===== src/rtl/prbs_pkg.sv =====
package prbs_pkg;
   typedef enum logic {
      PRBS_SHORT = 1'b0,
      PRBS_LONG  = 1'b1
   } prbs_len_e;
endpackage


===== src/rtl/prbs_fb.sv =====
module prbs_fb
   import prbs_pkg::*;
#(
   parameter int LONG_LEN  = 15,
   parameter int LONG_TAP  = 14,
   parameter int SHORT_LEN = 9,
   parameter int SHORT_TAP = 5
) (
   input  logic [LONG_LEN-1:0] state,
   input  prbs_len_e           mode,
   output logic                fb
);
   // Tap masks: polynomial x^L + x^T + 1 reads stages L-1 and T-1.
   localparam logic [LONG_LEN-1:0] MASK_L =
      LONG_LEN'((1 << (LONG_LEN-1)) | (1 << (LONG_TAP-1)));
   localparam logic [LONG_LEN-1:0] MASK_S =
      LONG_LEN'((1 << (SHORT_LEN-1)) | (1 << (SHORT_TAP-1)));

   logic [LONG_LEN-1:0] mask;

   always_comb begin
      mask = (mode == PRBS_LONG) ? MASK_L : MASK_S;
      fb   = ^(state & mask);
   end
endmodule


===== src/rtl/prbs_gen.sv =====
module prbs_gen
   import prbs_pkg::*;
#(
   parameter int LONG_LEN  = 15,
   parameter int LONG_TAP  = 14,
   parameter int SHORT_LEN = 9,
   parameter int SHORT_TAP = 5
) (
   input  logic      clk,
   input  logic      rst_n,
   input  logic      wr,
   input  logic      wr_val,
   input  prbs_len_e mode,
   input  logic      cont_en,
   output logic      tx_bit,
   output logic      tx_valid
);
   localparam int CNT_W = LONG_LEN + 1;
   localparam logic [CNT_W-1:0] LAST_S = CNT_W'(SHORT_LEN + (1 << SHORT_LEN) - 2);
   localparam logic [CNT_W-1:0] LAST_L = CNT_W'(LONG_LEN + (1 << LONG_LEN) - 2);

   logic [LONG_LEN-1:0] lf;
   logic                run_q;
   logic [CNT_W-1:0]    cnt;
   logic [CNT_W-1:0]    last_idx;
   logic                fb;

   prbs_fb #(
      .LONG_LEN (LONG_LEN),  .LONG_TAP (LONG_TAP),
      .SHORT_LEN(SHORT_LEN), .SHORT_TAP(SHORT_TAP)
   ) i_fb (
      .state(lf), .mode(mode), .fb(fb)
   );

   assign last_idx = (mode == PRBS_LONG) ? LAST_L : LAST_S;

   always_ff @(posedge clk) begin
      if (!rst_n) begin
         lf    <= '1;
         run_q <= 1'b0;
         cnt   <= '0;
      end else if (wr) begin
         lf    <= '1;
         run_q <= wr_val;
         cnt   <= '0;
      end else if (run_q) begin
         lf <= {lf[LONG_LEN-2:0], fb};
         if (cnt != last_idx) cnt <= cnt + 1'b1;
         else if (!cont_en)   run_q <= 1'b0;
      end
   end

   assign tx_valid = run_q;
   assign tx_bit   = run_q & fb;

   // a stop write silences the transmitter on the next cycle
   a_r6_stop_silences: assert property (@(posedge clk) disable iff (!rst_n)
      (wr && !wr_val) |=> !tx_valid);
   // continuous mode never ends a run on its own
   a_r5_cont_keeps_running: assert property (@(posedge clk) disable iff (!rst_n)
      (tx_valid && cont_en && !wr) |=> tx_valid);
   // a start write always yields output on the next cycle
   a_r2_start_emits: assert property (@(posedge clk) disable iff (!rst_n)
      (wr && wr_val) |=> tx_valid);
endmodule


===== src/rtl/prbs_chk.sv =====
module prbs_chk
   import prbs_pkg::*;
#(
   parameter int LONG_LEN  = 15,
   parameter int LONG_TAP  = 14,
   parameter int SHORT_LEN = 9,
   parameter int SHORT_TAP = 5,
   parameter int ERR_W     = 8
) (
   input  logic             clk,
   input  logic             rst_n,
   input  logic             wr,
   input  logic             wr_val,
   input  prbs_len_e        mode,
   input  logic             rx_bit,
   input  logic             rx_valid,
   output logic             pass,
   output logic [ERR_W-1:0] err_cnt
);
   localparam int SYNC_W = $clog2(LONG_LEN + 1);
   localparam logic [LONG_LEN-1:0] PER_S   = LONG_LEN'((1 << SHORT_LEN) - 1);
   localparam logic [LONG_LEN-1:0] PER_L   = LONG_LEN'((1 << LONG_LEN) - 1);
   localparam logic [ERR_W-1:0]    ERR_MAX = '1;

   logic [LONG_LEN-1:0] st;
   logic                act_q;
   logic [SYNC_W-1:0]   sync_cnt;
   logic [LONG_LEN-1:0] cmp_cnt;
   logic                failed_q;
   logic                pass_q;
   logic [ERR_W-1:0]    err_q;
   logic                exp_bit;
   logic                locked;
   logic                miss;
   logic [SYNC_W-1:0]   sync_len;
   logic [LONG_LEN-1:0] period;

   prbs_fb #(
      .LONG_LEN (LONG_LEN),  .LONG_TAP (LONG_TAP),
      .SHORT_LEN(SHORT_LEN), .SHORT_TAP(SHORT_TAP)
   ) i_fb (
      .state(st), .mode(mode), .fb(exp_bit)
   );

   always_comb begin
      sync_len = (mode == PRBS_LONG) ? SYNC_W'(LONG_LEN) : SYNC_W'(SHORT_LEN);
      period   = (mode == PRBS_LONG) ? PER_L : PER_S;
      locked   = (sync_cnt == sync_len);
      miss     = act_q && rx_valid && locked && (rx_bit != exp_bit);
   end

   always_ff @(posedge clk) begin
      if (!rst_n) begin
         st       <= '0;
         act_q    <= 1'b0;
         sync_cnt <= '0;
         cmp_cnt  <= '0;
         failed_q <= 1'b0;
         pass_q   <= 1'b0;
         err_q    <= '0;
      end else if (wr) begin
         st       <= '0;
         act_q    <= wr_val;
         sync_cnt <= '0;
         cmp_cnt  <= '0;
         failed_q <= 1'b0;
         pass_q   <= 1'b0;
         err_q    <= '0;
      end else if (act_q && rx_valid) begin
         if (!locked) begin
            st       <= {st[LONG_LEN-2:0], rx_bit};
            sync_cnt <= sync_cnt + 1'b1;
         end else begin
            st <= {st[LONG_LEN-2:0], exp_bit};
            if (cmp_cnt != period) cmp_cnt <= cmp_cnt + 1'b1;
            if (miss) begin
               failed_q <= 1'b1;
               pass_q   <= 1'b0;
               if (err_q != ERR_MAX) err_q <= err_q + 1'b1;
            end else if (!failed_q && cmp_cnt == period - 1'b1) begin
               pass_q <= 1'b1;
            end
         end
      end
   end

   assign pass    = pass_q;
   assign err_cnt = err_q;

   // a recorded failure holds, and pass stays low, until a write
   a_r9_fail_sticky: assert property (@(posedge clk) disable iff (!rst_n)
      (failed_q && !wr) |=> (failed_q && !pass));
   // the counter holds at its ceiling
   a_r10_saturate: assert property (@(posedge clk) disable iff (!rst_n)
      (err_cnt == ERR_MAX && !wr) |=> err_cnt == ERR_MAX);
   // the counter moves by at most one per cycle
   a_r10_step: assert property (@(posedge clk) disable iff (!rst_n)
      !wr |=> (err_cnt == $past(err_cnt) || err_cnt == $past(err_cnt) + 1'b1));
   // any control write clears the verdict and the count
   a_r11_clear: assert property (@(posedge clk) disable iff (!rst_n)
      wr |=> (err_cnt == '0 && !pass));
   // pass is only reached through a completed error-free period
   a_r8_pass_needs_period: assert property (@(posedge clk) disable iff (!rst_n)
      pass |-> (cmp_cnt == period && !failed_q));
endmodule


===== src/rtl/prbs_bist.sv =====
module prbs_bist
   import prbs_pkg::*;
#(
   parameter int LONG_LEN  = 15,
   parameter int LONG_TAP  = 14,
   parameter int SHORT_LEN = 9,
   parameter int SHORT_TAP = 5,
   parameter int ERR_W     = 8
) (
   input  logic             clk,
   input  logic             rst_n,
   input  logic             ctl_wr,
   input  logic             ctl_run,
   input  logic             sel_long,
   input  logic             cont_en,
   input  logic             rx_bit,
   input  logic             rx_valid,
   output logic             tx_bit,
   output logic             tx_valid,
   output logic             bist_pass,
   output logic [ERR_W-1:0] err_count
);
   initial begin
      a_cfg_lengths: assert (SHORT_LEN >= 3 && SHORT_LEN < LONG_LEN && LONG_LEN <= 24)
         else $error("prbs_bist: unsupported register lengths");
      a_cfg_taps: assert (SHORT_TAP > 0 && SHORT_TAP < SHORT_LEN &&
                          LONG_TAP > 0 && LONG_TAP < LONG_LEN)
         else $error("prbs_bist: tap outside register");
      a_cfg_err_w: assert (ERR_W >= 1 && ERR_W <= 16)
         else $error("prbs_bist: bad error counter width");
   end

   prbs_len_e mode_q;

   // length is captured once per control write
   always_ff @(posedge clk) begin
      if (!rst_n)      mode_q <= PRBS_SHORT;
      else if (ctl_wr) mode_q <= sel_long ? PRBS_LONG : PRBS_SHORT;
   end

   prbs_gen #(
      .LONG_LEN (LONG_LEN),  .LONG_TAP (LONG_TAP),
      .SHORT_LEN(SHORT_LEN), .SHORT_TAP(SHORT_TAP)
   ) i_gen (
      .clk     (clk),
      .rst_n   (rst_n),
      .wr      (ctl_wr),
      .wr_val  (ctl_run),
      .mode    (mode_q),
      .cont_en (cont_en),
      .tx_bit  (tx_bit),
      .tx_valid(tx_valid)
   );

   prbs_chk #(
      .LONG_LEN (LONG_LEN),  .LONG_TAP (LONG_TAP),
      .SHORT_LEN(SHORT_LEN), .SHORT_TAP(SHORT_TAP),
      .ERR_W    (ERR_W)
   ) i_chk (
      .clk     (clk),
      .rst_n   (rst_n),
      .wr      (ctl_wr),
      .wr_val  (ctl_run),
      .mode    (mode_q),
      .rx_bit  (rx_bit),
      .rx_valid(rx_valid),
      .pass    (bist_pass),
      .err_cnt (err_count)
   );

   // the captured length cannot move while no write occurs
   a_r3_mode_stable: assert property (@(posedge clk) disable iff (!rst_n)
      !ctl_wr |=> $stable(mode_q));
endmodule


===== config.mk =====
export PLATFORM = sky130hd
export DESIGN_NAME = prbs_bist
export DESIGN_NICKNAME = d
export VERILOG_FILES = /design/src/rtl/prbs_pkg.sv /design/src/rtl/prbs_fb.sv /design/src/rtl/prbs_gen.sv /design/src/rtl/prbs_chk.sv /design/src/rtl/prbs_bist.sv
export SDC_FILE = /design/constraint.sdc
export NUM_CORES = 1
export LEC_CHECK = 0
export BUFFER_PORTS_ARGS = -buffer_cell sky130_fd_sc_hd__clkbuf_2
export CAP_MARGIN = 0
export CORE_MARGIN = 2
export CORE_UTILIZATION = 55
export CTS_CLUSTER_DIAMETER = 60
export CTS_CLUSTER_SIZE = 30
export DETAILED_ROUTE_END_ITERATION = 6
export GPL_TIMING_DRIVEN = 0
export PLACE_DENSITY_LB_ADDON = 0.3
export SLEW_MARGIN = 20
export SYNTH_ARGS = -nofsm -noshare
export SYNTH_HDL_FRONTEND = slang
export SYNTH_HIERARCHICAL = 1
export SYNTH_SLANG_ARGS = --single-unit

===== constraint.sdc =====
create_clock -name clk -period 6 [get_ports clk]
set_input_delay 0.9 -clock clk [delete_from_list [all_inputs] [get_ports clk]]
set_output_delay 0.9 -clock clk [all_outputs]
set_load 0.05 [all_outputs]

# Word-level counts from Yosys, hierarchy flattened
# Cells that the tools add are included.
# op_classes
reduce_logical	15
n_bitwise	5
n_eq_ne	6
mux	12
add_sub_neg	5
# op_table
cell	n
15-bit bitwise AND	2
15-bit two-way mux	2
15-bit XOR reduction	2
16-bit by 1-bit adder with 16-bit output, second input constant	1
16-bit two-way mux	1
16-bit != test	1
15-bit by 1-bit adder with 15-bit output, second input constant	1
15-bit equality test	1
15-bit != test	1
15-bit by 1-bit subtractor with 15-bit output, second input constant	1
3-bit AND reduction	3
8-bit by 1-bit adder with 8-bit output, second input constant	1
1-bit two-way mux	8
8-bit != test, second input constant	1
4-bit by 1-bit adder with 4-bit output, second input constant	1
4-bit equality test	1
1-bit logical AND	4
2-bit AND reduction	2
4-bit AND reduction	1
3-bit two-way mux	1
1-bit NOT	2
2-bit nonzero test	1
2-bit OR reduction	1
1-bit bitwise AND	1
other kinds (2)	2
# word_totals
output_inout_bits	11
inputBits	8
ff_bits	78
wordCells	54

# Depth between registers and ports, before layout
# Gate-level depths: netlist of run 1.
# depth
depth_word	7
ltp_mapped	7
mapped_depth_nobuf	7

# By module
# Netlist of run 1, hierarchy kept.
# by_module_without_submodules
mod	seq_area_each_um2	cells_per_inst	instances	area_each_um2
prbs_chk	900.9	246	1	2112.0
prbs_gen	640.6	156	1	1463.9
prbs_fb	0.0	3	2	27.5
prbs_bist	20.0	3	1	36.3

# Worst setup path before layout of run 1
# Ideal clock, no wire load.
# synth_path
kind	flip-flop to output port
from	register i_gen.run_q, in the netlist i_gen/tx_valid
to	output port tx_bit
setup_slack_ns	3.654
n_path_buf	1
required_time_ns	5.100
arrival_ns	1.446
path_stages_with_launch	3
cell_sequence	dfxtp_1 buf_2 and2_1
# synth_between
elab_chain_len	1
# synth_lines
element	line_no	text
start, declared	prbs_gen.sv:23	logic run_q;
start signal, assigned	prbs_gen.sv:44	run_q <= wr_val;
1-bit bitwise AND	prbs_gen.sv:54	assign tx_bit = run_q & fb;
end, declared	prbs_bist.sv:18	output logic tx_bit,
# Every way passes these cells.

# Worst setup path after layout of run 1
# layout_path
from	register mode_q
to	output port tx_bit
# layout_between
elab_chain_len	4
# layout_lines
element	line_no	text
start, declared	prbs_bist.sv:33	prbs_len_e mode_q;
start signal, assigned	prbs_bist.sv:38	else if (ctl_wr) mode_q <= sel_long ? PRBS_LONG : PRBS_SHORT;
15-bit two-way mux	prbs_fb.sv:22	mask = (mode == PRBS_LONG) ? MASK_L : MASK_S;
15-bit bitwise AND	prbs_fb.sv:23	fb = ^(state & mask);
15-bit XOR reduction	prbs_fb.sv:23	
net i_gen.fb	prbs_gen.sv:26	logic fb;
1-bit bitwise AND	prbs_gen.sv:54	
# The timed path passes the listed nets, and every way through them passes these cells.

==> impl_metrics.toml, run 1 <==
[synth]
synth_warnings = 6
netlist_instances = 411
synth_area_leaders = "dfxtp_1 43%, nand2_1 6.6%, mux2i_1 5.7%"
ys_types = 59
yosys-top-cells-count = "78 x dfxtp_1, 64 x nand2_1, 33 x a21oi_1"
synth_top_cell_area_share = 0.4258
ys_async_sr_fraction = 0
synth_area_leader_cell = "dfxtp_1"
synth_most_common_cell = "dfxtp_1"
syn-cell-area_mm2 = 0.003667
synth_nets = 424
synth_edf_count = 0
ys_seq_elements = 78
synth.avg_cell_area_um2 = 8.923
synth-seq-area-share = 0.4258
ys.flop_type = "dfxtp_1"

[drt]
wl_per_cell_um = 14.18
wl_um = 7389
drt_iter0_drc = 191
firstDrtPassIters = 5
vias_per_cell = 5.917
vias = 3083
ant_nets = 0
drc = 0

[placed_design]
placed_cell_area_mm2 = 0.003854
gpl.final_weighted_congestion = 0.8415
post-dp-hpwl_um = 5126
port_buffers = 18
place_ws_ps = 3632
dp_cells = 506

[run_status]
status = "completed"

[timing]
slew_viol_final = 0
tightest_slew_ps = 706.9
timing.fmax_mhz = 386.7
hold_ws_ps = 456.0
finalCriticalPeriod_ps = 2586
setup_ws_ps = 3414
tns_ps = 0
setup_viol = 0
hold_viol = 0
period_share = 0.4310
rsz0062_at_grt = "no"
clock_skew_ps = 10.81
slew_headroom = 0.5267

[global_route]
grt_overflow_total = 0
antenna_found_initial = 0
first_global_vias = 2776
grt_pass1_wl_um = 12710
track_usage = 0.2135
grt_max_degree = 13

[clock_tree]
holdBufCountCts = 0
cts_tree = "built"
cts_setup_buffers = 0
cts_root_buf = "clkbuf_8"
cts_buffers = 9
post_cts_resized = 0
clkTransAtPathRegs_ps = 70
h-tree-depth = 3
clockBufferDepth = 2
clock_latency_ps = 340
cts.sinks = 78

[setup_path]
crit_type = "reg2out"
reg2reg_slack_ps = 3680
crit_path_end_kind = "output pin"
cp-start-kind = "flop"
crit_required_ps = 5100
critPathMaxFanout = 12
worstPathArrival_ps = 1690

[cells_and_area]
final_util = 0.6307
final_area_mm2 = 0.004028
fillers = 573
drive_gt1_frac = 0.1239
n_antenna_cell = 0
area_growth_pct = 9.826
finalNonFillerCells = 521
fin_nets = 453

[power_and_ir_drop]
max-vdd-ir-drop_mv = 0.1638
power_leakage_nw = 1.303
finalPower_mw = 0.9076
p_per_area_mw_per_mm2 = 225.4

[die]
core_mm2 = 0.006386
die_area_mm2 = 0.007337
die_w_um = 85.66
die_h_um = 85.66
placement_rows = 29
start_util = 0.5743
num_io_pins = 19

[hold_path]
hp-class = "reg2reg"

[run]
drv_cap = 0
==> layout by cell type (no fill, tap or decap), types with 5 or more instances in the layout <==
cell type   n
dfxtp_1    78
nand2_1    64
a21oi_1    33
nor2_1     27
mux2i_1    21
xnor2_1    19
nand3_1    19
clkbuf_2   18
nand4_1    12
clkbuf_8   11
clkbuf_1   11
o21ai_0     8
nor2b_1     6
and4_1      6
xor2_1      6
nor3_1      6
inv_1       5
ha_1        5
==> final cells by class <==
class                   count  area (um2)  area share
inverters                   5       18.77    0.004660
repair buffers             18       90.09     0.02237
clock inverters             4       22.52    0.005592
flip-flops and latches     78        1562      0.3877
plain buffers              20       107.6     0.02672
clock buffers              11       151.4     0.03759
multi-input cells         308        1979      0.4915
well taps                  77       96.34     0.02392
==> state kept, by name (all words and copies together) (netlist names) <==
signal          cells
i_gen/tx_valid      1
i_chk/st           15
i_gen/lf           15
i_chk/sync_cnt      4
i_chk/act_q         1
i_chk/failed_q      1
mode_q              1
i_chk/pass          1
i_chk/cmp_cnt      15
i_gen/cnt          16
i_chk/err_cnt       8
==> kinds of logic (layout without fill, tap and decap cells) <==
logic type | after synthesis | count (layout) | share of synthesized area
AND/OR/NAND/NOR | 175 | 175 | 0.2446
AO/OA/AOI/OAI | 82 | 82 | 0.1610
flip-flops | 78 | 78 | 0.4258
XOR/XNOR | 25 | 25 | 0.05971
buffers and inverters | 25 | 58 | 0.03446
multiplexers | 21 | 21 | 0.05732
adder cells (fa/ha/maj) | 5 | 5 | 0.01706
==> layer usage <==
layer,share of wire,wire length (um),vias up,global-route usage
met4,0.021,152,0,0.1039
met3,0.038,280,14,0.03561
met5,0,0,-,0
li1,-,-,1543,-
met1,0.48,3547,1453,0.2964
met2,0.46,3408,73,0.3232
==> where the power goes <==
group	total [mW]	switching (mW)	leakage, nW	internal [mW]
combinational	0.0372	0.0254	0.582	0.0118
clock	0.347	0.179	0.0910	0.168
sequential	0.523	0.00384	0.629	0.519
total	0.908	0.208	1.30	0.699
==> critical path: stages (launching register included) <==
cell	delay [ps]
dfxtp_1	690
mux2i_1	230
and2_1	160
clkbuf_2	280
==> final timing paths <==
| check | from | endpoint | depth (start not counted) |
|---|---|---|---|
| setup / recovery | mode_q | tx_bit | 3 |
| hold / removal | i_chk/st[5] | i_chk/st[6] | 2 |
| setup reg to reg | mode_q | i_chk/err_cnt[5] | 6 |
| hold reg to reg | i_chk/st[5] | i_chk/st[6] | 2 |
Note: power is estimated with default switching activity, not from simulation.
==> run 2: changes to the inputs <==
Clock period 6 ns to 2.14 ns, I/O delays scaled along.
==> run 2 against run 1 <==
Register-to-register slack worse by 3600 ps. Final cell count is the same. Sequential share of layout area decreased by 0.063 points. Die area stayed put. Setup slack lost 3300 ps. Via count grew 0.91%. Critical path depth rose by 3. Worst hold slack got worse by 170 ps. First-iteration DRC count is 0.52% higher. Sequential power increased to 2.8 times the previous value. Non-clock buffer count unchanged. Clock skew fell by 0.58 ps. Critical path type is now reg2reg.
==> impl_metrics.toml, run 2 (synthesis gave the netlist of run 1 again) <==
[power_and_ir_drop]
p_per_area_mw_per_mm2 = 629.6
seqPwrFrac = 0.576
clockPowerShare = 0.383
finalPower_mw = 2.546
combPwrFrac = 0.041
p_sw_frac = 0.2298
p_switching_mw = 0.5850
intPower_mw = 1.961
max-vdd-ir-drop_mv = 0.4601
power_leakage_nw = 1.307

[setup_path]
cp-start-kind = "flop"
crit_path_end_kind = "flop"
reg2reg_slack_ps = 110
worstPathArrival_ps = 2300
critPathMaxFanout = 12
crit_type = "reg2reg"
cp_slowest_stage_delay_ps = 460
path_cells = "mux2i_2, xor2_1, o211ai_1, nor3_2, or3b_2, a21oi_1"
crit_slowest_cell = "dfxtp_4"
crit_required_ps = 2410

[timing]
setup_viol = 0
timing.fmax_mhz = 492.5
tns_ps = 0
tightest_slew_ps = 789.6
hold_ws_ps = 283.5
finalCriticalPeriod_ps = 2030
slew_headroom = 0.4695
slew_viol_final = 0
period_share = 0.9487
setup_ws_ps = 109.7
rsz0062_at_grt = "no"
hold_viol = 0
clock_skew_ps = 10.24

[cells_and_area]
drive_gt1_frac = 0.1329
seq_area_mm2 = 0.001565
area_growth_pct = 10.27
n_antenna_cell = 0
largest_register = "i_gen/cnt"
layout_commonest_cell = "dfxtp_1"
layout_common_cells = "77 x dfxtp_1, 64 x nand2_1, 33 x a21oi_1, 27 x nor2_1, 20 x mux2i_1"
multi_input_area_mm2 = 0.001988
fin_nets = 453
largest_register_ffs = 16
fillers = 569

[drt]
drc = 0
wl_um = 7459
wl_per_cell_um = 14.32
vias = 3111
vias_per_cell = 5.971
ant_nets = 0
firstDrtPassIters = 5
drt_iter0_drc = 192

[run]
drv_cap = 0

[die]
start_util = 0.5743
placement_rows = 29
core_mm2 = 0.006386
num_io_pins = 19
die_area_mm2 = 0.007337
die_h_um = 85.66
die_w_um = 85.66

[clock_tree]
cts_buffers = 9
clockBufferDepth = 2
cts.sinks = 78
cts_tree = "built"
clkTransAtPathRegs_ps = 80
h-tree-depth = 3
clock_latency_ps = 340
cts_root_buf = "clkbuf_8"

[global_route]
antenna_found_initial = 0
grt_max_degree = 13
track_usage = 0.2135
grt_pass1_wl_um = 12710
grt_overflow_total = 0
first_global_vias = 2776

[hold_path]
hp-class = "in2reg"

[placed_design]
port_buffers = 18
post-dp-hpwl_um = 5126
gpl.final_weighted_congestion = 0.8415
place_ws_ps = -141.7

[run_status]
status = "completed"
run 2: area by class of cell:
type / count / share of cell area
clock buffers: 11 / 0.03744
flip-flops and latches: 78 / 0.3871
multi-input cells: 308 / 0.4916
plain buffers: 19 / 0.02568
clock inverters: 4 / 0.005569
well taps: 77 / 0.02382
repair buffers: 19 / 0.02413
inverters: 5 / 0.004641
run 2: power by group through the flow:
| stage | sequential (mW) | combinational [mW] | clock (mW) |
|---|---|---|---|
| finish | 1.47 | 0.105 | 0.975 |
| detailed placement | 1.50 | 0.104 | 0 |
| global placement | 1.50 | 0.100 | 0 |
| CTS | 1.47 | 0.104 | 0.998 |
| floorplan | 1.50 | 0.0676 | 0 |
| global route | 1.47 | 0.115 | 1.08 |
run 2: worst max-delay path: cells and delay by family (launching register included):
| kind | cells | cell delay, ps |
|---|---|---|
| XOR/XNOR | 1 | 230 |
| multiplexers | 1 | 280 |
| flip-flops | 1 | 460 |
| AND/OR/NAND/NOR | 2 | 720 |
| AO/OA/AOI/OAI | 2 | 290 |
run 2: through the flow:
step,util,std cells,area (um2)
after floorplan,-,411,3667
after global placement,0.6034,506,3854
after detailed placement,0.6034,506,3854
after CTS,0.6309,521,4029
after global routing,0.6332,521,4044
final,0.6332,521,4044
run 2: what timing repair did:
| action | 4_1_cts | 5_1_grt |
|---|---|---|
| gates resized for setup | 1 | 3 |
| pin swaps | 0 | 1 |
| setup buffers | 0 | 1 |
| endpoints found under the setup margin | 5 | 8 |
| hold buffers | 0 | 0 |
run 2: final timing paths:
check                    from               end  depth (start not counted)
setup / recovery       mode_q  i_chk/err_cnt[5]                          6
hold / removal        ctl_run    i_gen/tx_valid                          3
setup reg to reg       mode_q  i_chk/err_cnt[5]                          6
hold reg to reg   i_chk/st[5]       i_chk/st[6]                          2
run 2: per-layer routing:
metal / track usage / share of wire / wire (um)
met1: 0.2964 / 0.48 / 3546
met2: 0.3232 / 0.46 / 3456
met3: 0.03561 / 0.041 / 303
met4: 0.1039 / 0.021 / 153
met5: 0 / 0 / 0
==> run 3: changes to the inputs <==
Settings changed: CELL_PAD_IN_SITES_DETAIL_PLACEMENT from default to 1, CELL_PAD_IN_SITES_GLOBAL_PLACEMENT from default to 1, CORE_UTILIZATION 55 to 42.
==> run 3 against run 2 <==
Sequential power hardly changed. Sequential share of layout area is 1.0 points lower. Sequential cell count stayed put. Power is 9.4% higher.
==> impl_metrics.toml, run 3 (synthesis gave the netlist of run 1 again) <==
[run_status]
status = "completed"

[setup_path]
path_cells = "ha_1, and3_1, and4_1, buf_4, or4_1, a21oi_1"
crit_type = "reg2reg"
cp-start-kind = "flop"
worstPathArrival_ps = 2250
crit_required_ps = 2410
cp_slowest_stage_delay_ps = 470
critPathMaxFanout = 10
reg2reg_slack_ps = 170
crit_slowest_cell = "or4_1"
crit_path_end_kind = "flop"

[timing]
timing.fmax_mhz = 506.8
slew_viol_final = 0
setup_viol = 0
period_share = 0.9220
clock_skew_ps = 12.79
tightest_slew_ps = 719.3
finalCriticalPeriod_ps = 1973
hold_viol = 0
slew_headroom = 0.5184
rsz0062_at_grt = "no"

[clock_tree]
h-tree-depth = 3
cts_buffers = 9
clkTransAtPathRegs_ps = 90
cts.sinks = 78
cts_tree = "built"
clockBufferDepth = 2
clock_latency_ps = 350
holdBufCountCts = 0
cts_root_buf = "clkbuf_8"

[drt]
vias = 3091
ant_nets = 0
drc = 0
firstDrtPassIters = 4
drt_iter0_drc = 94
vias_per_cell = 5.559
wl_per_cell_um = 15.62
wl_um = 8683

[cells_and_area]
layout_common_cells = "77 x dfxtp_1, 64 x nand2_1, 33 x a21oi_1, 27 x nor2_1, 20 x mux2i_1"
largest_register_ffs = 16
layout_commonest_cell = "dfxtp_1"
n_antenna_cell = 0
fin_nets = 456
final_util = 0.4837
drive_gt1_frac = 0.1429
area_growth_pct = 13.34
largest_register = "i_gen/cnt"

[global_route]
first_global_vias = 3068
antenna_found_initial = 0
grt_pass1_wl_um = 14720
grt_max_degree = 14
track_usage = 0.1883
grt_overflow_total = 0

[power_and_ir_drop]
p_sw_frac = 0.2290
max-vdd-ir-drop_mv = 0.3531
p_per_area_mw_per_mm2 = 669.8
seqPwrFrac = 0.526
combPwrFrac = 0.040
clockPowerShare = 0.434
p_switching_mw = 0.6374
finalPower_mw = 2.784
intPower_mw = 2.147
power_leakage_nw = 1.336

[die]
die_w_um = 97.44
placement_rows = 34
core_mm2 = 0.008593
die_h_um = 97.44
num_io_pins = 19
start_util = 0.4268
die_area_mm2 = 0.009495

[run]
drv_cap = 0

[placed_design]
gpl.final_weighted_congestion = 0.7519
port_buffers = 18
post-dp-hpwl_um = 6055

[hold_path]
hp-class = "in2reg"
==> run 3: changes by cell type in the layout (fill, tap and decap cells not counted), sizes merged <==
cell    before  now
buf          9   12
clkbuf      40   39
bufinv       0    2
==> run 3: metrics by stage <==
| stage | worst slack, ps | area [um2] | cells | setup TNS [ps] | hold WS, ps |
|---|---|---|---|---|---|
| final | 167.0 | 4156 | 556 | 0 | 224.8 |
| after floorplan | 142.7 | 3667 | 411 | 0 | 428.7 |
| after global routing | 64.58 | 4156 | 556 | 0 | 230.5 |
| after CTS | 28.24 | 4121 | 553 | 0 | 215.7 |
| after detailed placement | -328.6 | 3892 | 537 | -1075 | 447.6 |
| after global placement | -139.0 | 3892 | 537 | -412.4 | 435.8 |
==> run 3: what timing repair did <==
| item | 4_1_cts | 5_1_grt |
|---|---|---|
| setup endpoints to repair | 10 | 8 |
| pin swaps | 0 | 3 |
| cloned | 0 | 0 |
| gates resized for setup | 4 | 2 |
| buffers inserted | 0 | 4 |
==> run 3: metal layers <==
| metal | vias to the layer above | GRT usage | routed length (um) |
|---|---|---|---|
| met4 | 0 | 0.07372 | 99 |
| li1 | 1550 | - | - |
| met5 | - | 0 | 0 |
| met3 | 7 | 0.03094 | 144 |
| met2 | 26 | 0.3210 | 4298 |
| met1 | 1508 | 0.2379 | 4140 |
==> run 3: final timing paths <==
check	from	endpoint	cells past startpoint
worst max register to register	i_chk/cmp_cnt[1]	i_chk/cmp_cnt[6]	6
worst min register to register	i_chk/st[2]	i_chk/st[3]	2
worst max-delay path	i_chk/cmp_cnt[1]	i_chk/cmp_cnt[6]	6
worst min-delay path	ctl_run	i_gen/tx_valid	3
==> run 3: layout make-up <==
cell class | instances | area (um2)
clock buffers | 10 | 127.6
multi-input cells | 308 | 1999
plain buffers | 19 | 103.9
flip-flops and latches | 78 | 1565
fillers | 1036 | 4437
repair buffers | 22 | 120.1
inverters | 5 | 18.77
well taps | 108 | 135.1
clock inverters | 6 | 86.33
==> run 3: critical path, delay by kind of cell, from the launching register on <==
| kind | cells | cell delay, ps |
|---|---|---|
| compound gates | 1 | 160 |
| fa+ha+maj | 1 | 240 |
| buf+inv | 1 | 160 |
| flops | 1 | 360 |
| simple gates | 3 | 980 |
==> run 3: power by group through the flow <==
| stage | Clock [mW] | Sequential [mW] | Combinational, mW |
|---|---|---|---|
| floorplan | 0 | 1.50 | 0.0676 |
| global placement | 0 | 1.50 | 0.104 |
| detailed placement | 0 | 1.50 | 0.107 |
| CTS | 1.24 | 1.47 | 0.107 |
| global route | 1.30 | 1.46 | 0.124 |
| finish | 1.21 | 1.46 | 0.112 |
